**config.mk**
```make
export PLATFORM = sky130hd
export DESIGN_NAME = crt_timing_gen
export DESIGN_NICKNAME = d
export VERILOG_FILES = /design/src/rtl/crt_timing_gen.sv
export SDC_FILE = /design/constraint.sdc
export NUM_CORES = 1
export LEC_CHECK = 0
export CELL_PAD_IN_SITES_DETAIL_PLACEMENT = 1
export CELL_PAD_IN_SITES_GLOBAL_PLACEMENT = 1
export CORE_MARGIN = 2
export CORE_UTILIZATION = 30
export DETAILED_ROUTE_END_ITERATION = 6
export DONT_BUFFER_PORTS = 1
export PLACE_DENSITY_LB_ADDON = 0.12
export REMOVE_ABC_BUFFERS = 1
export SYNTH_ARGS = -nofsm -noshare
export SYNTH_HDL_FRONTEND = slang
export SYNTH_SLANG_ARGS = --single-unit
```
**constraint.sdc**
```tcl
create_clock -name clk -period 2.58 [get_ports clk]
set_clock_uncertainty 0.05 [all_clocks]
set_input_delay 0.258 -clock clk [delete_from_list [all_inputs] [get_ports clk]]
set_output_delay 0.258 -clock clk [all_outputs]
set_load 0.1 [all_outputs]
```
**src/rtl/crt_timing_gen.sv**
```systemverilog
module crt_timing_gen #(
  parameter int CHAR_DIV    = 7,
  parameter int GROUP_CHARS = 4,
  parameter int LINE_GROUPS = 11,
  parameter int VIS_COLS    = 40,
  parameter int FRAME_LINES = 14,
  parameter int VIS_ROWS    = 13,
  parameter int REP_DIV     = 194450,
  localparam int COLS  = GROUP_CHARS * LINE_GROUPS,
  localparam int COL_W = $clog2(COLS),
  localparam int ROW_W = $clog2(FRAME_LINES),
  localparam int CH_W  = $clog2(CHAR_DIV),
  localparam int GL_W  = $clog2(GROUP_CHARS),
  localparam int GH_W  = $clog2(LINE_GROUPS),
  localparam int REP_W = $clog2(REP_DIV)
) (
  input  logic             clk,
  input  logic             rst,
  output logic             minor_gate,
  output logic             slow_gate,
  output logic [3:0]       phase_en,
  output logic             char_stb,
  output logic             line_stb,
  output logic             frame_stb,
  output logic             hretrace,
  output logic             vretrace,
  output logic [COL_W-1:0] col_idx,
  output logic [ROW_W-1:0] row_idx,
  output logic             repeat_pulse,
  output logic             blink
);

  logic [1:0]       ph;
  logic [CH_W-1:0]  ch_cnt;
  logic [GL_W-1:0]  grp_lo;
  logic [GH_W-1:0]  grp_hi;
  logic [ROW_W-1:0] row;
  logic [REP_W-1:0] rep_cnt;
  logic             rep_half;
  logic             blink_q;

  logic ph2, ch_last, lo_last, hi_last, row_last, rep_last;

  assign ph2      = (ph == 2'd2);
  assign ch_last  = ph2 && (ch_cnt == CH_W'(CHAR_DIV - 1));
  assign lo_last  = (grp_lo == GL_W'(GROUP_CHARS - 1));
  assign hi_last  = (grp_hi == GH_W'(LINE_GROUPS - 1));
  assign row_last = (row == ROW_W'(FRAME_LINES - 1));
  assign rep_last = (rep_cnt == REP_W'(REP_DIV - 1));

  always_ff @(posedge clk) begin
    if (rst) begin
      ph     <= '0;
      ch_cnt <= '0;
      grp_lo <= '0;
      grp_hi <= '0;
      row    <= '0;
    end else begin
      ph <= ph + 2'd1;
      if (ph2)
        ch_cnt <= ch_last ? '0 : ch_cnt + 1'b1;
      if (ch_last) begin
        grp_lo <= lo_last ? '0 : grp_lo + 1'b1;
        if (lo_last) begin
          grp_hi <= hi_last ? '0 : grp_hi + 1'b1;
          if (hi_last)
            row <= row_last ? '0 : row + 1'b1;
        end
      end
    end
  end

  always_ff @(posedge clk) begin
    if (rst) begin
      rep_cnt  <= '0;
      rep_half <= 1'b0;
      blink_q  <= 1'b0;
    end else begin
      rep_cnt <= rep_last ? '0 : rep_cnt + 1'b1;
      if (rep_last) begin
        rep_half <= ~rep_half;
        if (rep_half)
          blink_q <= ~blink_q;
      end
    end
  end

  assign minor_gate   = ph[0];
  assign slow_gate    = ph[1];
  assign phase_en     = 4'b0001 << ph;
  assign col_idx      = COL_W'(grp_hi) * COL_W'(GROUP_CHARS) + COL_W'(grp_lo);
  assign row_idx      = row;
  assign char_stb     = ph2 && (ch_cnt == '0);
  assign line_stb     = char_stb && (col_idx == '0);
  assign frame_stb    = line_stb && (row == '0);
  assign hretrace     = (col_idx >= COL_W'(VIS_COLS));
  assign vretrace     = (row >= ROW_W'(VIS_ROWS));
  assign repeat_pulse = rep_last;
  assign blink        = blink_q;

endmodule

```
==> flow_summary.yaml <==
global_route:
  gr-total-overflow: 0
  grt_max_degree: 17
  track_usage: 0.1399
  first_global_vias: 1528
  grt_pass1_wl_mm: 7.065
  antenna_found_initial: 0
sta:
  slew_violations: 0
  rsz0062_at_grt: "false"
  hold_violations: 0
  holdWs_ps: 256.8
  min_period_ps: 2481
  fmax_mhz: 403.0
  finalCritPeriodShare: 0.9617
  final-setup-viol-count: 0
  tns_ps: 0
  worstMarginPinSlew_ps: 1041
  max_slew_margin: 0.3054
clocking:
  root_buffer: "clkbuf_8"
  clock_path_buffers: 2
  cts.sinks: 35
  h-tree-depth: 2
  cts_tree: "yes"
  clk_pin_slew_ps: 70
  cts_buffers: 5
  clk_latency_ps: 280
routing:
  num_vias: 1482
  drc: 0
  drtIter0Drc: 36
  wl_mm: 4.056
  routedWlPerCell_um: 13.48
  ant_nets: 0
  first_pass_iters: 4
  viasPerCell: 4.924
status:
  status: "complete, no violations"
layout:
  drive_gt1_frac: 0.1572
  num-fill-cells: 667
  final_cell_mix: "35 x dfxtp_1, 30 x nor2_1, 22 x buf_4, 13 x xnor2_1, 13 x a21oi_1"
  syn_to_final_growth_pct: 21.71
  layout_commonest_cell: "dfxtp_1"
  finalNonFillerCells: 301
  multiInputGateArea_sq_um: 953.4
  regArea_sq_um: 700.7
  nets: 243
  antennaDiodeCount: 0
  final_area_sq_mm: 0.002097
logic_synthesis:
  synthesis.area_sq_mm: 0.001723
  synthCells: 204
  ys_seq_area_frac: 0.4067
  synth-seq-cells: 35
  avgSynthCellArea_sq_um: 8.446
  synth_edf_count: 0
  ys.flop_type: "dfxtp_1"
  ys_warn_count: 0
  async_reset_ff_frac: 0
  ys_types: 33
worst_setup_path:
  path_max_fanout: 6
  startpoint_type: "register"
  critical_path_class: "register to output pin"
  arrival_ps: 2170
  cp.required_ps: 2270
  end_kind: "output pin"
min_path:
  hp-class: "input port to register"
pwr:
  power.leakage_uw: 0.0007522
  vdd_drop_max_mv: 0.2536
  power_density_mw_per_mm2: 517.1
run:
  cap_violations: 0
floorplanning:
  dieHeight_um: 79.78
  coreArea_sq_mm: 0.005540
  dieArea_sq_mm: 0.006365
  io-pin-count: 25
  die_w_um: 79.78
  initial_core_util: 0.3110
  rows: 27
placement:
  port_buffers: 0
  dp_hpwl_mm: 2.883
  dp.cells: 292
  placed_area_sq_mm: 0.001991
  gp_congestion: 0.8079
[logic make-up (layout without fill, tap and decap cells)]
family          Yosys count  count (layout)  synth area share
compound gates           23              23           0.07698
fa+ha+maj                11              11           0.07988
buf+inv                  20              45           0.04647
mux                       3               3           0.01743
simple gates             95              95            0.2861
flops                    35              35            0.4067
xor+xnor                 17              17           0.08642
[layer usage]
layer / vias up / track usage / part of all wire
met2: 30 / 0.2420 / 0.47
met4: 0 / 0.05593 / 0.0062
met1: 704 / 0.1706 / 0.48
li1: 746 / - / -
met5: - / 0 / 0
met3: 2 / 0.02602 / 0.040
[final timing paths]
check	slack [ps]	depth (start not counted)	end	start
worst min-delay path	260	3	rep_cnt[16]$_SDFF_PP0_	rst
worst min register to register	420	1	rep_cnt[0]$_SDFF_PP0_	rep_cnt[0]$_SDFF_PP0_
worst max register to register	330	5	blink$_SDFFE_PP0P_	rep_cnt[0]$_SDFF_PP0_
worst max-delay path	100	5	repeat_pulse	rep_cnt[0]$_SDFF_PP0_
[worst max-delay path, cell delays in order, from the launching register on]
cell and delay [ps]:
dfxtp_1 380, ha_1 160, or3b_2 440, or4_4 570, nor2_2 150, buf_12 190
[registers in the layout (all words and copies together) (netlist names)]
signal / flops
blink: 1
ch_cnt: 3
grp_hi: 4
grp_lo: 2
ph: 2
rep_cnt: 18
rep_half: 1
row_idx: 4
[power by group]
part	total [uW]	switching [uW]	internal [uW]
Combinational	169	129	40.5
Sequential	556	7.52	549
Clock	359	179	180
[synth_stat cells (3+ instances only)]
master / count / share of area
dfxtp_1: 35 / 0.41
mux2i_1: 3 / 0.017
xnor2_1: 13 / 0.066
o21ai_0: 6 / 0.017
or3_1: 3 / 0.011
ha_1: 11 / 0.080
inv_1: 12 / 0.026
nor2_1: 32 / 0.070
xor2_1: 4 / 0.020
nor3_1: 5 / 0.015
a21oi_1: 13 / 0.038
nor2b_1: 3 / 0.011
clkbuf_1: 6 / 0.013
nand2_1: 11 / 0.024
and4_1: 3 / 0.015
or4_1: 3 / 0.013
nor4_1: 7 / 0.025
nand3_1: 11 / 0.032
nand4_1: 7 / 0.025
nand2b_1: 3 / 0.011
[layout make-up]
type / instances / area share
Inverter: 12 / 0.02148
Timing Repair Buffer: 27 / 0.1122
Multi-Input combinational cell: 149 / 0.4547
Sequential cell: 35 / 0.3341
Tap cell: 72 / 0.04296
Clock buffer: 6 / 0.03461
[repair_timing]
item,in CTS,in global routing
hold buffers,3,0
gates resized for setup,1,0
buffers inserted,0,0
setup endpoints to repair,1,0
endpoints found under the hold margin,16,0
[per-stage QoR]
stage          setup WS, ps    util  total power, uW
2_1_floorplan         -3092       -            695.6
3_3_place_gp          347.5  0.3593            725.8
3_5_place_dp          260.9  0.3593            730.9
4_1_cts               73.57  0.3785             1103
5_1_grt               41.59  0.3785             1138
6_report              98.83  0.3785             1084
No activity file was read; power rests on OpenSTA's default activity.
